### src/rtl/dct_pkg.sv
package dct_pkg;
  localparam int NUM_CH = 2;

  typedef enum logic [1:0] {
    ADDR_SUP  = 2'd0,
    ADDR_HYP  = 2'd1,
    ADDR_PEND = 2'd2,
    ADDR_NONE = 2'd3
  } wrAddr_e;

  // Load strobes from control to datapath
  typedef struct packed {
    logic ldSup;
    logic ldHyp;
  } cmpLoad_t;
endpackage

### src/rtl/dct_datapath.sv
module dct_datapath
  import dct_pkg::*;
#(
  parameter int CNT_W = 63,
  localparam int CMP_W = CNT_W + 1
) (
  input  logic                clk,
  input  logic                rstN,
  input  logic                tickEn,
  input  cmpLoad_t            ld,
  input  logic [CMP_W-1:0]    wrData,
  output logic [CNT_W-1:0]    count,
  output logic [NUM_CH-1:0]   hit,
  output logic [NUM_CH-1:0]   hitDis
);
  logic [CNT_W-1:0] nextCount;
  logic [NUM_CH-1:0] loadCh;

  assign nextCount = count + 1'b1;
  assign loadCh[0] = ld.ldSup;
  assign loadCh[1] = ld.ldHyp;

  always_ff @(posedge clk) begin
    if (!rstN) count <= '0;
    else if (tickEn) count <= nextCount;
  end

  for (genvar ch = 0; ch < NUM_CH; ch++) begin : gCh
    logic [CMP_W-1:0] cmpQ;
    logic [CMP_W-1:0] effCmp;

    // A word written on this edge is the one compared on this edge
    assign effCmp = loadCh[ch] ? wrData : cmpQ;

    always_ff @(posedge clk) begin
      if (!rstN) cmpQ <= {1'b1, {CNT_W{1'b0}}};
      else if (loadCh[ch]) cmpQ <= wrData;
    end

    assign hit[ch]    = tickEn && (nextCount == effCmp[CNT_W-1:0]);
    assign hitDis[ch] = effCmp[CNT_W];
  end
endmodule

### src/rtl/dct_control.sv
module dct_control
  import dct_pkg::*;
(
  input  logic              clk,
  input  logic              rstN,
  input  logic              wrEn,
  input  logic [1:0]        wrAddr,
  input  logic              wrBit0,
  input  logic [NUM_CH-1:0] hit,
  input  logic [NUM_CH-1:0] hitDis,
  output cmpLoad_t          ld,
  output logic              supMatch,
  output logic              softTimerSet,
  output logic              hypMatch,
  output logic              hypIrq
);
  wrAddr_e addrSel;
  logic pendWr;
  logic pendSet;

  assign addrSel  = wrAddr_e'(wrAddr);
  assign ld.ldSup = wrEn && (addrSel == ADDR_SUP);
  assign ld.ldHyp = wrEn && (addrSel == ADDR_HYP);
  assign pendWr   = wrEn && (addrSel == ADDR_PEND);
  assign pendSet  = hit[1] && !hitDis[1];

  always_ff @(posedge clk) begin
    if (!rstN) begin
      supMatch     <= 1'b0;
      softTimerSet <= 1'b0;
      hypMatch     <= 1'b0;
      hypIrq       <= 1'b0;
    end else begin
      supMatch     <= hit[0];
      softTimerSet <= hit[0] && !hitDis[0];
      hypMatch     <= hit[1];
      // An enabled match wins over a simultaneous software write
      if (pendSet) hypIrq <= 1'b1;
      else if (pendWr) hypIrq <= wrBit0;
    end
  end
endmodule

### src/rtl/dual_cmp_timer.sv
module dual_cmp_timer
  import dct_pkg::*;
#(
  parameter int CNT_W = 63,
  localparam int CMP_W = CNT_W + 1
) (
  input  logic             clk,
  input  logic             rstN,
  input  logic             tickEn,
  input  logic             wrEn,
  input  logic [1:0]       wrAddr,
  input  logic [CMP_W-1:0] wrData,
  output logic [CNT_W-1:0] tickCount,
  output logic             supMatch,
  output logic             softTimerSet,
  output logic             hypMatch,
  output logic             hypIrq
);
  cmpLoad_t ld;
  logic [NUM_CH-1:0] hit;
  logic [NUM_CH-1:0] hitDis;

  dct_control uCtrl (
    .clk(clk), .rstN(rstN), .wrEn(wrEn), .wrAddr(wrAddr), .wrBit0(wrData[0]),
    .hit(hit), .hitDis(hitDis), .ld(ld), .supMatch(supMatch),
    .softTimerSet(softTimerSet), .hypMatch(hypMatch), .hypIrq(hypIrq)
  );

  dct_datapath #(.CNT_W(CNT_W)) uDp (
    .clk(clk), .rstN(rstN), .tickEn(tickEn), .ld(ld), .wrData(wrData),
    .count(tickCount), .hit(hit), .hitDis(hitDis)
  );
endmodule

### config.mk
export PLATFORM = sky130hd
export DESIGN_NAME = dual_cmp_timer
export DESIGN_NICKNAME = d
export VERILOG_FILES = /design/src/rtl/dct_pkg.sv /design/src/rtl/dct_datapath.sv /design/src/rtl/dct_control.sv /design/src/rtl/dual_cmp_timer.sv
export SDC_FILE = /design/constraint.sdc
export NUM_CORES = 1
export LEC_CHECK = 0
export CAP_MARGIN = 20
export CORE_MARGIN = 2
export CORE_UTILIZATION = 35
export CTS_CLUSTER_SIZE = 24
export DETAILED_ROUTE_END_ITERATION = 8
export PLACE_DENSITY = 0.59
export SLEW_MARGIN = 20
export SYNTH_ARGS = -nofsm -noshare
export SYNTH_HDL_FRONTEND = slang
export SYNTH_HIERARCHICAL = 1
export SYNTH_SLANG_ARGS = --single-unit
### constraint.sdc
create_clock -name clk -period 4.11 [get_ports clk]
set_input_delay 0.6165 -clock clk [delete_from_list [all_inputs] [get_ports clk]]
set_output_delay 0.6165 -clock clk [all_outputs]
set_load 0.01 [all_outputs]
==> results.py, run 1 <==
metrics = {
    "power_and_ir_drop": {
        "p_seq_share_pct": 46.6,
        "clkPwrFrac_pct": 40.2,
        "pwr-share-comb_pct": 13.2,
        "swShare_pct": 28.0,
        "p_int_w": 0.00300,
        "powerDensity_nw_per_um2": 288,
        "finalPower_w": 0.00417,
        "ir_drop_uv": 274,
        "leakage_nw": 5.27,
        "p_switching_w": 0.00117,
    },
    "place": {
        "place_area_um2": 13900,
        "dp_cells": 1885,
        "place_hpwl_um": 33800,
        "port_buffers": 136,
        "place_congestion": 0.983,
    },
    "synth": {
        "synthAdderAreaFrac_pct": 0.111,
        "synth_nets": 1366,
        "ys_ff_latch": 195,
        "synth.most_common_cell": "nor2_1",
        "netlist_instances": 1295,
        "muxShareOfSynthArea_pct": 11.8,
        "synth_edf_count": 0,
        "synth-xor-area-share_pct": 18.3,
        "synth.top_cells.by_count": "nor2_1 (209), dfxtp_1 (195), xnor2_1 (136)",
        "ys_types": 66,
        "ys_warn_count": 6,
        "synth_top_area_cell": "dfxtp_1",
        "synthSimpleGateAreaFrac_pct": 26.0,
        "syn_area_um2": 11300,
        "synth_top_family_by_area": "simple AND/OR/NAND/NOR gates",
        "synth_flop_cell": "dfxtp_1",
        "seq_area_frac_synth_pct": 34.5,
        "netlist_top_cells_area": "dfxtp_1 (35%), mux2i_1 (11%), xnor2_1 (11%)",
        "postSynthAreaPerCell_um2": 8.73,
        "synth_top_area_share_pct": 34.5,
        "synth_compound_area_share_pct": 4.93,
        "synthArstFlopShare_pct": 0,
    },
    "global_route": {
        "grt_overflow": 0,
        "grt_pass1_wl_um": 65300,
        "grt_max_degree": 59,
        "grt_pass1_vias": 10100,
        "antenna_found_initial": 0,
        "track_usage_pct": 26.0,
    },
    "critical_path": {
        "path_class": "register to register",
        "reg2reg_to": "uCtrl/hypIrq",
        "path_cells": "nand4_4 -> buf_4 -> nor4_4 -> nand4_1 -> xnor2_1 -> nor4b_1 -> buf_4 -> nand4_1 -> or4_1 -> nor4b_2 -> nand2b_1 -> a21boi_1",
        "required_ps": 4490,
        "r2r_slack_ps": 230,
        "cpMaxStageDelayCell": "or4_1",
        "reg2reg_depth": 12,
        "slowest_delay_ps": 560,
        "rr_startpoint": "uDp/count[9]",
        "cp-start-kind": "register",
        "cp_max_fo": 7,
        "endpoint_kind": "register",
        "cp_data_arrival_time_ps": 4260,
    },
    "final_layout": {
        "design_area_um2": 14500,
        "antennaDiodeCount": 0,
        "drive_gt1_share_pct": 14.2,
        "area_growth_syn_to_layout_pct": 28.2,
        "final_nets": 1573,
        "multi_input_area_um2": 6940,
        "fillers": 3127,
        "seq_area_um2": 3900,
        "finalNonFillerCells": 1917,
        "final_core_util_pct": 45.7,
    },
    "timing": {
        "min_period_ps": 3880,
        "finalSetupViolations": 0,
        "slew_headroom_pct": 38.6,
        "tightestPinTransition_ps": 918,
        "skew_ps": 14.6,
        "hold_viol": 0,
        "maxSlewViolCount": 0,
        "grt_setup_unrepaired": "false",
        "min_period_over_period_pct": 94.4,
        "fmax_ghz": 0.258,
        "whs_ps": 510,
    },
    "clock_network": {
        "cts_buffers": 17,
        "clk_pin_slew_worst_paths_ps": 80,
        "ctsLongestPathBuffers": 2,
        "cts.htree.levels": 4,
        "worst_skew_pair.late_latency_ps": 450,
        "cts_tree": "built",
        "post-cts-setup-buffer-count": 0,
        "hold_buffers": 0,
        "cts_root_buf": "clkbuf_16",
        "cts_sinks": 195,
    },
    "detailed_routing": {
        "routedWlPerCell_um": 22.8,
        "vias": 10600,
        "avgViaCountPerCell": 5.53,
        "drt_iter0_drc": 1091,
        "drc": 0,
        "routed_wl_um": 43800,
        "drtAntennaViolNets": 0,
        "firstDrtPassIters": 7,
    },
    "floorplanning": {
        "die_area_um2": 33800,
        "die_y_um": 184,
        "start_util_pct": 35.7,
        "boundaryPins": 137,
        "rows": 65,
        "coreArea_um2": 31700,
        "die_w_um": 184,
    },
    "hold_path": {
        "min_to": "uDp/gCh[1].cmpQ[37]",
        "hp-class": "register to register",
        "min-delay-start": "uDp/gCh[1].cmpQ[37]",
        "min_path_cells": 2,
    },
    "job": {
        "drv_cap": 0,
    },
    "status": {
        "outcome": "completed",
    },
}
## worst max-delay path by stage
stage / startpoint / to / slack, ps
final: uDp/count[9] / uCtrl/hypIrq / 230
after global routing: uDp/count[2] / uCtrl/hypIrq / 20
after CTS: uDp/count[2] / uCtrl/hypIrq / 230
after detailed placement: wrAddr[1] / uCtrl/hypIrq / -40
after global placement: wrAddr[1] / uCtrl/hypIrq / -2
after floorplan: wrAddr[1] / uCtrl/hypIrq / 670
## registers in the layout, summed over array words and instances, names as in the netlist
register	count
uCtrl/hypMatch	1
uDp/gCh.cmpQ	128
uDp/count	63
uCtrl/hypIrq	1
uCtrl/softTimerSet	1
uCtrl/supMatch	1
## power by group through the flow
stage | registers (W) | logic, W | clock network, W
floorplan | 0.00199 | 0.000287 | 0
global placement | 0.00199 | 0.000544 | 0
detailed placement | 0.00199 | 0.000545 | 0
CTS | 0.00194 | 0.000548 | 0.00169
global route | 0.00195 | 0.000585 | 0.00178
finish | 0.00194 | 0.000551 | 0.00168
## worst max-delay path, delay by kind of cell, from the launching register on
kind	cells	cell delay, ps
XOR/XNOR	1	250
buffers and inverters	2	380
AND/OR/NAND/NOR	8	2540
flip-flops	1	490
AO/OA/AOI/OAI	1	130
## what timing repair did
action / 4_1_cts / 5_1_grt
setup endpoints to repair: 0 / 3
gates resized for setup: 0 / 1
endpoints found under the hold margin: 0 / 0
## logic make-up (layout without fill, tap and decap cells)
| family | after synthesis | in the layout |
|---|---|---|
| xor gates and xnor gates | 219 | 219 |
| AOI/OAI and AO/OA | 85 | 85 |
| buffers and inverters | 104 | 324 |
| DFF | 195 | 195 |
| and+or+nand+nor | 558 | 558 |
| muxes | 133 | 133 |
| adders and majority gates | 1 | 1 |
## per-layer routing
layer	global-route usage [%]	wire length, µm
met1	37.8	20500
met2	39.9	19300
met3	3.63	3010
met4	7.58	1060
met5	0	0
## metrics by stage
| stage | setup WS (ps) | setup TNS [ps] |
|---|---|---|
| global route | 24.1 | 0 |
| detailed placement | -44.5 | -44.5 |
| CTS | 229 | 0 |
| finish | 228 | 0 |
| floorplan | 674 | 0 |
| global placement | -1.78 | -1.78 |
## final cells by class
type / count / share of cell area, %
clock buffer: 19 / 3.06
clock inverter: 13 / 0.777
inverter: 9 / 0.250
multi-input combinational: 996 / 47.9
sequential: 195 / 26.9
tap: 402 / 3.47
timing repair buffer: 283 / 17.7
## layout by cell type (no fill, tap or decap), types with 4 or more instances in the layout
master,count
a2111oi_0,5
a21oi_1,28
a31oi_1,4
and2_1,15
and3_1,15
and4_1,23
buf_12,8
buf_4,139
clkbuf_16,17
clkdlybuf4s50_1,135
dfxtp_1,195
inv_1,8
inv_6,6
mux2_2,7
mux2i_1,126
nand2_1,71
nand2b_1,4
nand3_1,48
nand4_1,60
nor2_1,209
nor2b_1,6
nor3_1,31
nor4_1,22
nor4_2,4
nor4_4,4
o2111ai_1,5
o21ai_0,19
or2_2,4
or3_1,14
or4_1,5
xnor2_1,136
xnor3_1,8
xor2_1,72
No activity file was read; power rests on OpenSTA's default activity.
==> run 2: changes to the inputs <==
--- a/config.mk
+++ b/config.mk
@@ -5,12 +5,13 @@
 export SDC_FILE = /design/constraint.sdc
 export NUM_CORES = 1
 export LEC_CHECK = 0
-export CAP_MARGIN = 20
+export CAP_MARGIN = 25
 export CORE_MARGIN = 2
-export CORE_UTILIZATION = 35
+export CORE_UTILIZATION = 57
 export CTS_CLUSTER_SIZE = 24
 export DETAILED_ROUTE_END_ITERATION = 8
-export PLACE_DENSITY = 0.59
+export GPL_TIMING_DRIVEN = 0
+export PLACE_DENSITY = 0.86
 export SLEW_MARGIN = 20
 export SYNTH_ARGS = -nofsm -noshare
 export SYNTH_HDL_FRONTEND = slang
==> results.py, run 2 (synthesis gave the netlist of run 1 again) <==
metrics = {
    "final_layout": {
        "fillers": 1530,
        "final_nets": 1541,
        "mostFrequentLayoutCells": "nor2_1 (208), dfxtp_1 (195), clkdlybuf4s50_1 (136), xnor2_1 (136), mux2i_1 (119)",
        "largest-register": "uDp/gCh.cmpQ",
        "largest_register_ffs": 128,
        "top_regs": "uDp/gCh.cmpQ x128, uDp/count x63",
        "area_growth_syn_to_layout_pct": 24.2,
        "final_core_util_pct": 72.2,
        "final_common_cell": "nor2_1",
        "drive_gt1_share_pct": 10.8,
    },
    "detailed_routing": {
        "drt_iter0_drc": 1374,
        "top_layer_used": "met4",
        "routedWlPerCell_um": 25.7,
        "routed_wl_um": 45000,
        "wl_met2_um": 19000,
        "drtAntennaViolNets": 0,
        "firstDrtPassIters": 6,
        "wl_met1_um": 18100,
        "met3_length_um": 5480,
        "drc": 0,
        "avgViaCountPerCell": 6.30,
        "vias": 11000,
    },
    "clock_network": {
        "cts_tree": "built",
        "cts_root_buf": "clkbuf_16",
        "cts_buffers": 17,
        "cts_sinks": 195,
        "hold_buffers": 0,
        "ctsLongestPathBuffers": 2,
        "worst_skew_pair.late_latency_ps": 450,
        "clk_pin_slew_worst_paths_ps": 70,
        "cts.htree.levels": 4,
    },
    "floorplanning": {
        "die_area_um2": 21000,
        "start_util_pct": 58.1,
        "die_y_um": 145,
        "coreArea_um2": 19500,
        "boundaryPins": 137,
        "die_w_um": 145,
        "rows": 51,
    },
    "timing": {
        "slew_headroom_pct": 24.3,
        "tightestPinTransition_ps": 1140,
        "min_period_ps": 4110,
        "hold_viol": 0,
        "grt_setup_unrepaired": "false",
        "skew_ps": 10.7,
        "finalSetupViolations": 0,
        "min_period_over_period_pct": 99.9,
        "maxSlewViolCount": 0,
        "fmax_ghz": 0.244,
    },
    "global_route": {
        "track_usage_pct": 43.1,
        "grt_pass1_vias": 10500,
        "grt_overflow": 0,
        "antenna_found_initial": 1,
        "grt_max_degree": 18,
        "grt_pass1_wl_um": 65300,
    },
    "critical_path": {
        "path_cells": "and4_1 -> clkbuf_1 -> nand4_1 -> nor4_1 -> xnor2_1 -> o211ai_1 -> nor4_1 -> nand4_1 -> nor4_2 -> and2_1 -> nor2b_1",
        "crit_cells": 11,
        "reg2reg_depth": 11,
        "endpoint_kind": "register",
        "slowest_delay_ps": 730,
        "required_ps": 4500,
        "reg2reg_to": "uCtrl/softTimerSet",
        "cp.buffers_inverters": 1,
        "cp_data_arrival_time_ps": 4490,
        "path_class": "register to register",
        "cp_max_fo": 8,
        "r2r_slack_ps": 4,
        "rr_startpoint": "uDp/count[35]",
        "cp-start-kind": "register",
        "cpMaxStageDelayCell": "nor4_1",
        "path_delay_family": "simple AND/OR/NAND/NOR gates",
    },
    "place": {
        "port_buffers": 136,
        "place_congestion": 1.02,
        "place_hpwl_um": 33700,
    },
    "hold_path": {
        "min_path_cells": 2,
        "min_to": "uDp/gCh[1].cmpQ[12]",
        "min-delay-start": "uDp/gCh[1].cmpQ[12]",
        "hp-class": "register to register",
    },
    "power_and_ir_drop": {
        "powerDensity_nw_per_um2": 305,
        "finalPower_w": 0.00429,
        "ir_drop_uv": 333,
        "leakage_nw": 5.03,
    },
    "job": {
        "drv_cap": 0,
    },
    "status": {
        "outcome": "completed",
    },
}
-- run 2: cell count changes in the layout (fill, tap and decap cells not counted), sizes merged --
cell	previous run	this run
and3b	1	2
buf	148	66
bufinv	0	2
clkbuf	19	69
clkdlybuf4s50	135	136
clkinv	3	2
clkinvlp	1	2
diode	0	1
inv	18	14
-- run 2: where the power goes --
group	internal [W]	switching (W)	leakage, nW
registers	0.00193	0.0000145	1.58
logic	0.000234	0.000332	3.16
clock network	0.000963	0.000811	0.295
-- run 2: area by class of cell --
| class | count | area, µm² | share of cell area (%) |
|---|---|---|---|
| Clock inverter | 11 | 141 | 1.01 |
| Tap cell | 265 | 332 | 2.36 |
| Sequential cell | 195 | 3900 | 27.8 |
| Antenna cell | 1 | 2.50 | 0.0178 |
| Clock buffer | 21 | 470 | 3.35 |
| Inverter | 9 | 33.8 | 0.241 |
| Timing Repair Buffer | 156 | 1520 | 10.8 |
| Buffer | 94 | 509 | 3.63 |
| Multi-Input combinational cell | 997 | 7140 | 50.8 |
-- run 2: metrics by stage --
| stage | hold slack, ps | area, µm² | setup TNS [ps] | worst slack (ps) | instances |
|---|---|---|---|---|---|
| after floorplan | 456 | 11300 | 0 | 674 | 1295 |
| after global placement | 473 | 13000 | -6020 | -1620 | 1696 |
| after detailed placement | 493 | 13000 | -6150 | -1400 | 1697 |
| after CTS | 509 | 13900 | 0 | 4.15 | 1743 |
| after global routing | 542 | 14000 | 0 | 3.11 | 1748 |
| final | 514 | 14000 | 0 | 4.22 | 1749 |
-- run 2: routing by layer --
metal	global-route usage [%]	up-vias
met3	12.6	166
met4	23.1	0
met2	62.9	716
li1	-	4847
met1	57.4	5285
met5	0	-
-- run 2: worst reg2reg max path, cell delays in order (launching register included) --
cell	delay [ps]
dfxtp_1	610
and4_1	260
clkbuf_1	390
nand4_1	490
nor4_1	730
xnor2_1	260
o211ai_1	200
nor4_1	230
nand4_1	150
nor4_2	410
and2_1	210
nor2b_1	120
-- run 2: what timing repair did --
item                       in CTS  in global routing
resized for setup              42                 21
pin swaps                       9                  5
hold endpoints to repair        0                  0
setup buffers                  14                  5
setup endpoints to repair       4                  4
cloned                          1                  0
-- run 2: worst max-delay path by stage --
stage                                    end     startpoint  slack [ps]
after floorplan                 uCtrl/hypIrq      wrAddr[1]         670
after global placement    uCtrl/softTimerSet           wrEn       -1620
after detailed placement        uCtrl/hypIrq      wrAddr[1]       -1400
after CTS                       uCtrl/hypIrq      wrAddr[1]           4
after global routing      uCtrl/softTimerSet  uDp/count[37]           3
final                     uCtrl/softTimerSet  uDp/count[35]           4
